===== config.mk =====
export PLATFORM = sky130hd
export DESIGN_NAME = tick_timer_bank
export DESIGN_NICKNAME = d
export VERILOG_FILES = /design/src/rtl/timer_bank_pkg.sv /design/src/rtl/tmr_reload_chan.sv /design/src/rtl/tmr_fast_counter.sv /design/src/rtl/tick_timer_bank.sv
export SDC_FILE = /design/constraint.sdc
export NUM_CORES = 1
export LEC_CHECK = 0
export ABC_AREA = 1
export BUFFER_PORTS_ARGS = -buffer_cell sky130_fd_sc_hd__buf_2
export CORE_MARGIN = 4
export CORE_UTILIZATION = 40
export DETAILED_ROUTE_END_ITERATION = 8
export GPL_TIMING_DRIVEN = 0
export PLACE_DENSITY = 0.64
export SLEW_MARGIN = 20
export SYNTH_ARGS = -nofsm -noshare
export SYNTH_HDL_FRONTEND = slang
export SYNTH_HIERARCHICAL = 1
export SYNTH_SLANG_ARGS = --single-unit
export TNS_END_PERCENT = 5

===== constraint.sdc =====
create_clock -name clk -period 3.4 [get_ports clk]
set_input_delay 0 -clock clk [delete_from_list [all_inputs] [get_ports clk]]
set_output_delay 0 -clock clk [all_outputs]
set_load 0.01 [all_outputs]

===== src/rtl/timer_bank_pkg.sv =====
package timer_bank_pkg;

  // Control word bit positions (software-visible)
  localparam int CTRL_RUN_BIT    = 7;
  localparam int CTRL_RELOAD_BIT = 6;
  localparam int CTRL_SRC_BIT    = 3;

  // Fast counter register offsets and run bit
  localparam int FAST_LO_OFS  = 'h60;
  localparam int FAST_HI_OFS  = 'h64;
  localparam int FAST_RUN_BIT = 8;

  // Register slot within a channel window, from address bits 3:2
  typedef enum logic [1:0] {
    SLOT_START = 2'd0,
    SLOT_COUNT = 2'd1,
    SLOT_CTRL  = 2'd2,
    SLOT_ACK   = 2'd3
  } chan_slot_e;

  typedef struct packed {
    logic run;
    logic reload;
    logic src_main;
  } chan_ctrl_t;

  function automatic logic [31:0] ctrl_to_word(chan_ctrl_t c);
    logic [31:0] w;
    w = '0;
    w[CTRL_RUN_BIT]    = c.run;
    w[CTRL_RELOAD_BIT] = c.reload;
    w[CTRL_SRC_BIT]    = c.src_main;
    return w;
  endfunction

  function automatic chan_ctrl_t word_to_ctrl(logic [31:0] w);
    chan_ctrl_t c;
    c.run      = w[CTRL_RUN_BIT];
    c.reload   = w[CTRL_RELOAD_BIT];
    c.src_main = w[CTRL_SRC_BIT];
    return c;
  endfunction

endpackage


===== src/rtl/tmr_reload_chan.sv =====
module tmr_reload_chan
  import timer_bank_pkg::*;
#(
  parameter int CNT_W  = 16,
  parameter int BASE   = 0,
  parameter int ADDR_W = 8
) (
  input  logic              clk,
  input  logic              rst_n,
  input  logic [ADDR_W-1:0] addr,
  input  logic [31:0]       wdata,
  input  logic              wr_en,
  input  logic              tick_main,
  input  logic              tick_alt,
  output logic [31:0]       rd_data,
  output logic              irq
);

  localparam logic [ADDR_W-1:0] BASE_A   = ADDR_W'(BASE);
  localparam logic [CNT_W-1:0]  ALL_ONES = '1;

  // Next count after one tick
  function automatic logic [CNT_W-1:0] after_tick(logic [CNT_W-1:0] cur,
                                                  logic [CNT_W-1:0] start,
                                                  logic             reload);
    if (cur == '0) return reload ? start : ALL_ONES;
    return cur - 1'b1;
  endfunction

  logic [CNT_W-1:0] start_q;
  logic [CNT_W-1:0] cnt_q;
  chan_ctrl_t       ctrl_q;
  logic             irq_q;

  // Decode: window match plus word alignment
  logic       hit;
  chan_slot_e slot;
  assign hit  = (addr[ADDR_W-1:4] == BASE_A[ADDR_W-1:4]) && (addr[1:0] == 2'b00);
  assign slot = chan_slot_e'(addr[3:2]);

  // Named internal events
  logic start_wr, ctrl_wr, ack_wr, sel_tick, step, underflow;
  assign start_wr  = wr_en && hit && (slot == SLOT_START);
  assign ctrl_wr   = wr_en && hit && (slot == SLOT_CTRL);
  assign ack_wr    = wr_en && hit && (slot == SLOT_ACK);
  assign sel_tick  = ctrl_q.src_main ? tick_main : tick_alt;
  assign step      = ctrl_q.run && sel_tick && !start_wr;
  assign underflow = step && (cnt_q == '0);

  always_ff @(posedge clk) begin
    if (!rst_n) begin
      start_q <= '0;
      cnt_q   <= '0;
      ctrl_q  <= '0;
      irq_q   <= 1'b0;
    end else begin
      if (start_wr) begin
        start_q <= wdata[CNT_W-1:0];
        cnt_q   <= wdata[CNT_W-1:0];
      end else if (step) begin
        cnt_q <= after_tick(cnt_q, start_q, ctrl_q.reload);
      end
      if (ctrl_wr) ctrl_q <= word_to_ctrl(wdata);
      if (underflow)   irq_q <= 1'b1;
      else if (ack_wr) irq_q <= 1'b0;
    end
  end

  always_comb begin
    rd_data = '0;
    if (hit) begin
      case (slot)
        SLOT_START: rd_data = 32'(start_q);
        SLOT_COUNT: rd_data = 32'(cnt_q);
        SLOT_CTRL:  rd_data = ctrl_to_word(ctrl_q);
        default:    rd_data = '0;
      endcase
    end
  end

  assign irq = irq_q;

  logic unused_wdata;
  assign unused_wdata = ^wdata;

  AST_LOAD_COPIES: assert property (@(posedge clk) disable iff (!rst_n)
    start_wr |=> cnt_q == $past(wdata[CNT_W-1:0]));
  AST_IDLE_HOLDS: assert property (@(posedge clk) disable iff (!rst_n)
    (!ctrl_q.run && !start_wr) |=> $stable(cnt_q));
  AST_PERIODIC_RELOAD: assert property (@(posedge clk) disable iff (!rst_n)
    (underflow && ctrl_q.reload) |=> cnt_q == $past(start_q));
  AST_FREE_WRAP: assert property (@(posedge clk) disable iff (!rst_n)
    (underflow && !ctrl_q.reload) |=> &cnt_q);
  AST_UFL_RAISES_IRQ: assert property (@(posedge clk) disable iff (!rst_n)
    underflow |=> irq_q);
  AST_ACK_DROPS_IRQ: assert property (@(posedge clk) disable iff (!rst_n)
    (ack_wr && !underflow) |=> !irq_q);

endmodule


===== src/rtl/tmr_fast_counter.sv =====
module tmr_fast_counter
  import timer_bank_pkg::*;
#(
  parameter int CNT_W  = 40,
  parameter int ADDR_W = 8
) (
  input  logic              clk,
  input  logic              rst_n,
  input  logic [ADDR_W-1:0] addr,
  input  logic [31:0]       wdata,
  input  logic              wr_en,
  input  logic              tick_fast,
  output logic [31:0]       rd_data
);

  localparam logic [ADDR_W-1:0] LO_A = ADDR_W'(FAST_LO_OFS);
  localparam logic [ADDR_W-1:0] HI_A = ADDR_W'(FAST_HI_OFS);
  localparam int HI_BITS = CNT_W - 32;

  logic [CNT_W-1:0] cnt_q;
  logic             run_q;

  logic hi_wr;
  assign hi_wr = wr_en && (addr == HI_A);

  always_ff @(posedge clk) begin
    if (!rst_n) begin
      cnt_q <= '0;
      run_q <= 1'b0;
    end else begin
      if (!run_q)         cnt_q <= '0;
      else if (tick_fast) cnt_q <= cnt_q + 1'b1;
      if (hi_wr) run_q <= wdata[FAST_RUN_BIT];
    end
  end

  logic [31:0] hi_word;
  always_comb begin
    hi_word = '0;
    hi_word[HI_BITS-1:0]  = cnt_q[CNT_W-1:32];
    hi_word[FAST_RUN_BIT] = run_q;
  end

  always_comb begin
    if (addr == LO_A)      rd_data = cnt_q[31:0];
    else if (addr == HI_A) rd_data = hi_word;
    else                   rd_data = '0;
  end

  logic unused_wdata;
  assign unused_wdata = ^wdata;

  AST_FAST_CLEARS: assert property (@(posedge clk) disable iff (!rst_n)
    !run_q |=> cnt_q == '0);
  AST_FAST_STEP: assert property (@(posedge clk) disable iff (!rst_n)
    (run_q && tick_fast) |=> cnt_q == CNT_W'($past(cnt_q) + 1'b1));
  AST_FAST_IDLE: assert property (@(posedge clk) disable iff (!rst_n)
    (run_q && !tick_fast) |=> $stable(cnt_q));

endmodule


===== src/rtl/tick_timer_bank.sv =====
module tick_timer_bank
  import timer_bank_pkg::*;
#(
  parameter int ADDR_W   = 8,
  parameter int NARROW_W = 16,
  parameter int WIDE_W   = 32,
  parameter int FAST_W   = 40,
  parameter int NUM_CH   = 3
) (
  input  logic              clk,
  input  logic              rst_n,
  input  logic [ADDR_W-1:0] bus_addr,
  input  logic [31:0]       bus_wdata,
  input  logic              bus_wr,
  input  logic              bus_rd,
  output logic [31:0]       bus_rdata,
  input  logic              tick_main,
  input  logic              tick_alt,
  input  logic              tick_fast,
  output logic [NUM_CH-1:0] irq
);

  logic [31:0] ch_rd [NUM_CH];
  logic [31:0] fast_rd;

  for (genvar g = 0; g < NUM_CH; g++) begin : g_chan
    localparam int CW = (g == NUM_CH - 1) ? WIDE_W : NARROW_W;
    localparam int CB = (g == 0) ? 'h00 : (g == 1) ? 'h20 : 'h80;
    tmr_reload_chan #(
      .CNT_W (CW),
      .BASE  (CB),
      .ADDR_W(ADDR_W)
    ) u_chan (
      .clk      (clk),
      .rst_n    (rst_n),
      .addr     (bus_addr),
      .wdata    (bus_wdata),
      .wr_en    (bus_wr),
      .tick_main(tick_main),
      .tick_alt (tick_alt),
      .rd_data  (ch_rd[g]),
      .irq      (irq[g])
    );
  end

  tmr_fast_counter #(
    .CNT_W (FAST_W),
    .ADDR_W(ADDR_W)
  ) u_fast (
    .clk      (clk),
    .rst_n    (rst_n),
    .addr     (bus_addr),
    .wdata    (bus_wdata),
    .wr_en    (bus_wr),
    .tick_fast(tick_fast),
    .rd_data  (fast_rd)
  );

  // Windows are disjoint, so an OR merges the read sources
  logic [31:0] rd_merge;
  always_comb begin
    rd_merge = fast_rd;
    for (int i = 0; i < NUM_CH; i++) rd_merge = rd_merge | ch_rd[i];
  end

  assign bus_rdata = bus_rd ? rd_merge : '0;

  AST_IDLE_BUS_QUIET: assert property (@(posedge clk) disable iff (!rst_n)
    !bus_rd |-> bus_rdata == '0);
  AST_ONE_SOURCE: assert property (@(posedge clk) disable iff (!rst_n)
    $countones({|ch_rd[0], |ch_rd[1], |ch_rd[2], |fast_rd}) <= 1);

endmodule


* After elaboration in Yosys (flattened, before gate mapping)
Index checks and enable logic that the tools add are counted.
** Storage, ports and cells
- Bits in registers :: 181
- Latch bits :: 0
- Bits in writable memories :: 0
- ROM bits :: 0
- Output and inout port bits :: 35
- Word-level logic and storage cells :: 120
- Memories kept :: 0
** Cells by class
- Add/subtract/negate cells :: 4
- $mul :: 0
- Div/mod/pow operators :: 0
- Magnitude comparators :: 0
- Equality and inequality tests :: 7
- Shift operators :: 0
- Muxes and demuxes :: 45
- Bitwise logic cells :: 3
- Reduce and logical (&&, ||, !) cells :: 41
** Operator list (number)
- $mux 32 :: 10
- $mux 16 :: 10
- $or 32x32->32 :: 3
- $pmux 16 s3 :: 2
- $pmux 32 s3 :: 1
- $add 40x1->40 const B :: 1
- $logic_not 16->1 :: 2
- $logic_not 32->1 :: 1
- $sub 16x1->16 const B :: 2
- $sub 32x1->32 const B :: 1
- $logic_and 1x1->1 :: 25
- $mux 1 :: 21
- $eq 8x7->1 const B :: 2
- $reduce_bool 2->1 :: 6
- $mux 9 :: 1
- $eq 2x2->1 const B :: 2
- $eq 4x2->1 const B :: 1
- $eq 4x4->1 const B :: 1
- $logic_not 2->1 :: 2
- $logic_not 4->1 :: 1
- $logic_not 1->1 :: 3
- $eq 2x1->1 const B :: 1
- $reduce_and 2->1 :: 1

* Longest topological paths before layout
- Word-level depth :: 12
- Mapped depth :: 13
- Gate-level depth less buffers :: 12

* Hierarchy
The synthesis kept the hierarchy.
** Modules (own cells, without submodules)
- tmr_reload_chan (g_chan[2].u_chan) :: instances 1, cells an instance 766, area each 4505.6 um^2, sequential area each 1361.3 um^2
- tmr_reload_chan (g_chan[1].u_chan) :: instances 1, cells an instance 433, area each 2645.0 um^2, sequential area each 720.7 um^2
- tmr_reload_chan (g_chan[0].u_chan) :: instances 1, cells an instance 426, area each 2627.5 um^2, sequential area each 720.7 um^2
- tmr_fast_counter :: instances 1, cells an instance 429, area each 2621.3 um^2, sequential area each 820.8 um^2
- tick_timer_bank :: instances 1, cells an instance 100, area each 550.5 um^2, sequential area each 0.0 um^2

* Worst setup path after synthesis
Ideal clock, no wire load.
- Path kind :: reg2reg
- Start point :: reg g_chan[2].u_chan.cnt_q[0]
- End point :: reg g_chan[2].u_chan.cnt_q[24]
- Setup time :: 0.117 ns
- Arrival time :: 1.411 ns
- Data required time :: 3.283 ns
- Setup slack :: 1.872 ns
- Stages on the path, launching flop included :: 12
- Buffers on the path :: 0
- Period minus slack after synthesis :: 1.528 ns
- Cell sequence :: dfxtp_1 > inv_1 > ha_1 > nand2_1 > nor2_4 > nand2_1 > inv_1 > nand2_1 > nand2_1 > nand3_1 > a21oi_1 > nor2_1
** Between the ends
- Longest elaborated chain between the ends :: 8
** RTL lines
- from (decl) :: RTL line tmr_reload_chan.sv:31 : logic [CNT_W-1:0] cnt_q;
- from (signal assigned) :: RTL line tmr_reload_chan.sv:59 : cnt_q <= wdata[CNT_W-1:0];
- from (signal assigned) :: RTL line tmr_reload_chan.sv:61 : cnt_q <= after_tick(cnt_q, start_q, ctrl_q.reload);
- branches (longest 5 deep; another with $sub 32x1->32)
- $mux 32 (*) :: RTL line tmr_reload_chan.sv:27 : return cur - 1'b1;
- $mux 32 (*) :: RTL line tmr_reload_chan.sv:60 : end else if (step) begin
- $mux 32 (*) :: RTL line tmr_reload_chan.sv:57 : if (start_wr) begin
Every way passes the cells marked *. The select of a mux whose other input is x is not followed.
A chain may end at the register's enable or synchronous reset.

==> flow_metrics.tcl <==
set metrics [dict create \
    final_util_pct 47.0 \
    drv_cap 0 \
    crit_fanout 10 \
    post_cts_buffers 0 \
    cts_tree "yes" \
    r2r_cells 13 \
    cts_max_level 4 \
    path_clk_slew_ns 0.07 \
    hold_end "u_fast/run_q" \
    ant_nets 0 \
    r2r_start "g_chan[2].u_chan/cnt_q[0]" \
    via_per_inst 5.25 \
    clkPwrFrac_pct 45.0 \
    p_seq_share_pct 45.2 \
    min_period_ns 2.37 \
    leakage_nw 6.52 \
    drive_above_1_share_pct 15.1 \
    syn_inst 2154 \
    dr.pass1.iters 5 \
    clk_root_buffer_cell "clkbuf_16" \
    multi_input_comb_area_um2 7890 \
    p_comb_share_pct 9.8 \
    coreArea_um2 31700 \
    mostFrequentLayoutCell "nand2_1" \
    synth_edf_count 0 \
    regArea_um2 3620 \
    wl_mm 46.1 \
    p_sw_share_pct 26.3 \
    synthesis.area_um2 12900 \
    wl_per_cell_um 16.9 \
    clockBufferDepth 2 \
    nets 2371 \
    max_clock_freq_mhz 422 \
    worst_pin_slew_ns 0.717 \
    fin_setup_tns_ns 0 \
    io_buffers 81 \
    switching_power_mw 1.24 \
    grt_max_degree 25 \
    rsz0062_at_grt "false" \
    grt.total_usage_pct 25.6 \
    synth_cell_types 48 \
    yosysWarningCount 6 \
    hold_violations 0 \
    io_pins 82 \
    layout_common_cells "nand2_1 (626), nor2_1 (309), inv_1 (221), a21oi_1 (201), dfxtp_1 (181)" \
    die_area_um2 35300 \
    async_flop_share_pct 0 \
    nFillCells 3436 \
    drtIter0Drc 1305 \
    endpoint_kind "primary output" \
    clock_sinks 181 \
    max_slew_margin_pct 52.2 \
    antenna_found_initial 0 \
    slew_viol_final 0 \
    power-per-cell-area_nw_per_um2 316 \
    overflow 0 \
    die_x_um 188 \
    die_h_um 188 \
    skew_ns 0.00955 \
    required_ns 3.40 \
    period_share_pct 69.7 \
    ir_drop_mv 0.361 \
    critical_path_class "reg -> out" \
    crit_arrival_ns 2.37 \
    start_util_pct 40.8 \
    grt_pass1_vias 13400 \
    syn_avg_cell_area_um2 6.01 \
    r2r_slack_ns 1.41 \
    antenna_cells 0 \
    rr_endpoint "g_chan[2].u_chan/cnt_q[30]" \
    min_path_type "in -> reg" \
    ys_ff_latch 181 \
    gp_congestion 0.944 \
    whs_path_depth 4 \
    route.detailed.drc 0 \
    min-delay-start "bus_wr" \
    vias 14300 \
    insertion_delay_ns 0.44 \
    p_int_mw 3.47 \
    start_kind "flop" \
    grt_pass1_wl_mm 72.9 \
    num_rows 65 \
    synth_flop_cell "dfxtp_1" \
    hpwlAfterDp_mm 35.7 \
    setup_viol 0 \
    run_status "finished clean" \
    area_growth_syn_to_layout_pct 15.2 \
    yosysSeqAreaShare_pct 28.0 \
    cts_buffers 17 \
]
==> area by class of cell <==
type / count / share of cell area [%]
multi-input combinational: 1660 / 52.9
sequential: 181 / 24.3
inverter: 238 / 6.01
timing repair buffer: 114 / 4.93
buffer: 105 / 4.39
tap: 402 / 3.37
clock buffer: 18 / 2.94
clock inverter: 14 / 1.16
==> worst max-delay path, stage by stage, from the launching register on <==
cell and delay (ns):
dfxtp_1 0.34, inv_1 0.19, clkbuf_1 0.49, o221ai_1 0.24, nand2_1 0.09, inv_1 0.06, nor2_1 0.26, a21oi_2 0.11
buf_2 0.15
==> layer usage <==
layer  global-route usage, %  share of wire (%)
met2                    43.3                 47
met3                    3.44                6.2
met1                    33.8                 44
met4                    8.61                3.1
met5                       0                  0
==> sequential cells by signal, summed over array words and instances (netlist names) <==
name                   cells
g_chan.u_chan/cnt_q       64
g_chan.u_chan/ctrl_q       9
g_chan.u_chan/irq          3
g_chan.u_chan/start_q     64
u_fast/cnt_q              40
u_fast/run_q               1
==> what timing repair did <==
action / 4_1_cts / 5_1_grt
endpoints found under the hold margin: 108 / 0
hold buffers: 33 / 0
resized for setup: 0 / 0
==> cells by family (layout without fill, tap and decap cells) <==
logic type	after synthesis	after routing	synth area share (%)
buffers and inverters	343	489	12.0
adders and majority gates	7	7	0.676
DFF	181	181	28.0
other	2	32	0.0580
and+or+nand+nor	1200	1200	40.7
AOI/OAI and AO/OA	405	405	17.6
xor gates and xnor gates	16	16	1.08
==> power by group through the flow <==
stage          combinational [mW]  sequential (mW)  clock (mW)
2_1_floorplan               0.260             2.18           0
3_3_place_gp                0.420             2.18           0
3_5_place_dp                0.423             2.18           0
4_1_cts                     0.453             2.13        2.15
5_1_grt                     0.500             2.13        2.23
6_report                    0.460             2.13        2.12
==> cell usage after synthesis (2+ instances only) <==
library cell / instances / share of area, %
nand2_1: 626 / 18
nor2_1: 309 / 9.0
inv_1: 221 / 6.4
a21oi_1: 201 / 7.8
dfxtp_1: 181 / 28
o21ai_0: 124 / 4.8
nand3_1: 116 / 4.5
a21oi_2: 48 / 3.2
buf_4: 40 / 2.3
nand2_2: 40 / 1.9
clkbuf_1: 34 / 0.99
nand4_1: 21 / 1.0
nor2_2: 19 / 0.92
buf_2: 18 / 0.70
nor2_4: 16 / 1.4
inv_2: 15 / 0.43
nor3_1: 11 / 0.43
xor2_1: 11 / 0.74
o22ai_1: 10 / 0.48
or2_2: 10 / 0.48
o2111ai_1: 8 / 0.54
ha_1: 7 / 0.68
nand3b_1: 7 / 0.41
o21ai_1: 6 / 0.23
buf_6: 5 / 0.43
nand2_4: 5 / 0.43
xnor2_1: 5 / 0.34
buf_1: 4 / 0.12
o221ai_1: 4 / 0.27
buf_12: 3 / 0.46
nand3_2: 3 / 0.23
nand3_4: 3 / 0.41
nor2_8: 3 / 0.46
nor3_4: 3 / 0.38
a21boi_0: 2 / 0.12
conb_1: 2 / 0.058
or2_4: 2 / 0.14
==> worst max-delay path by stage <==
stage                          startpoint                          to  slack [ns]
6_report       g_chan[1].u_chan/ctrl_q[1]                bus_rdata[6]        1.03
4_1_cts        g_chan[1].u_chan/ctrl_q[1]                bus_rdata[6]        1.03
3_5_place_dp                  bus_addr[7]               bus_rdata[11]        1.18
5_1_grt        g_chan[1].u_chan/ctrl_q[1]                bus_rdata[6]        0.92
2_1_floorplan   g_chan[2].u_chan/cnt_q[0]  g_chan[2].u_chan/cnt_q[24]        1.87
3_3_place_gp                  bus_addr[7]               bus_rdata[11]        1.20
==> stage by stage <==
| step | instances | power [mW] | cell area (um^2) | worst slack [ns] | hold WS (ns) |
|---|---|---|---|---|---|
| final | 2732 | 4.71 | 14900 | 1.03 | 0.0819 |
| after global routing | 2732 | 4.86 | 14900 | 0.918 | 0.110 |
| after CTS | 2732 | 4.73 | 14900 | 1.03 | 0.0453 |
| after detailed placement | 2667 | 2.60 | 14000 | 1.18 | 0.280 |
| after global placement | 2667 | 2.60 | 14000 | 1.20 | 0.282 |
| after floorplan | 2184 | 2.43 | 13100 | 1.87 | 0.120 |
(Power assumes the default switching activity.)
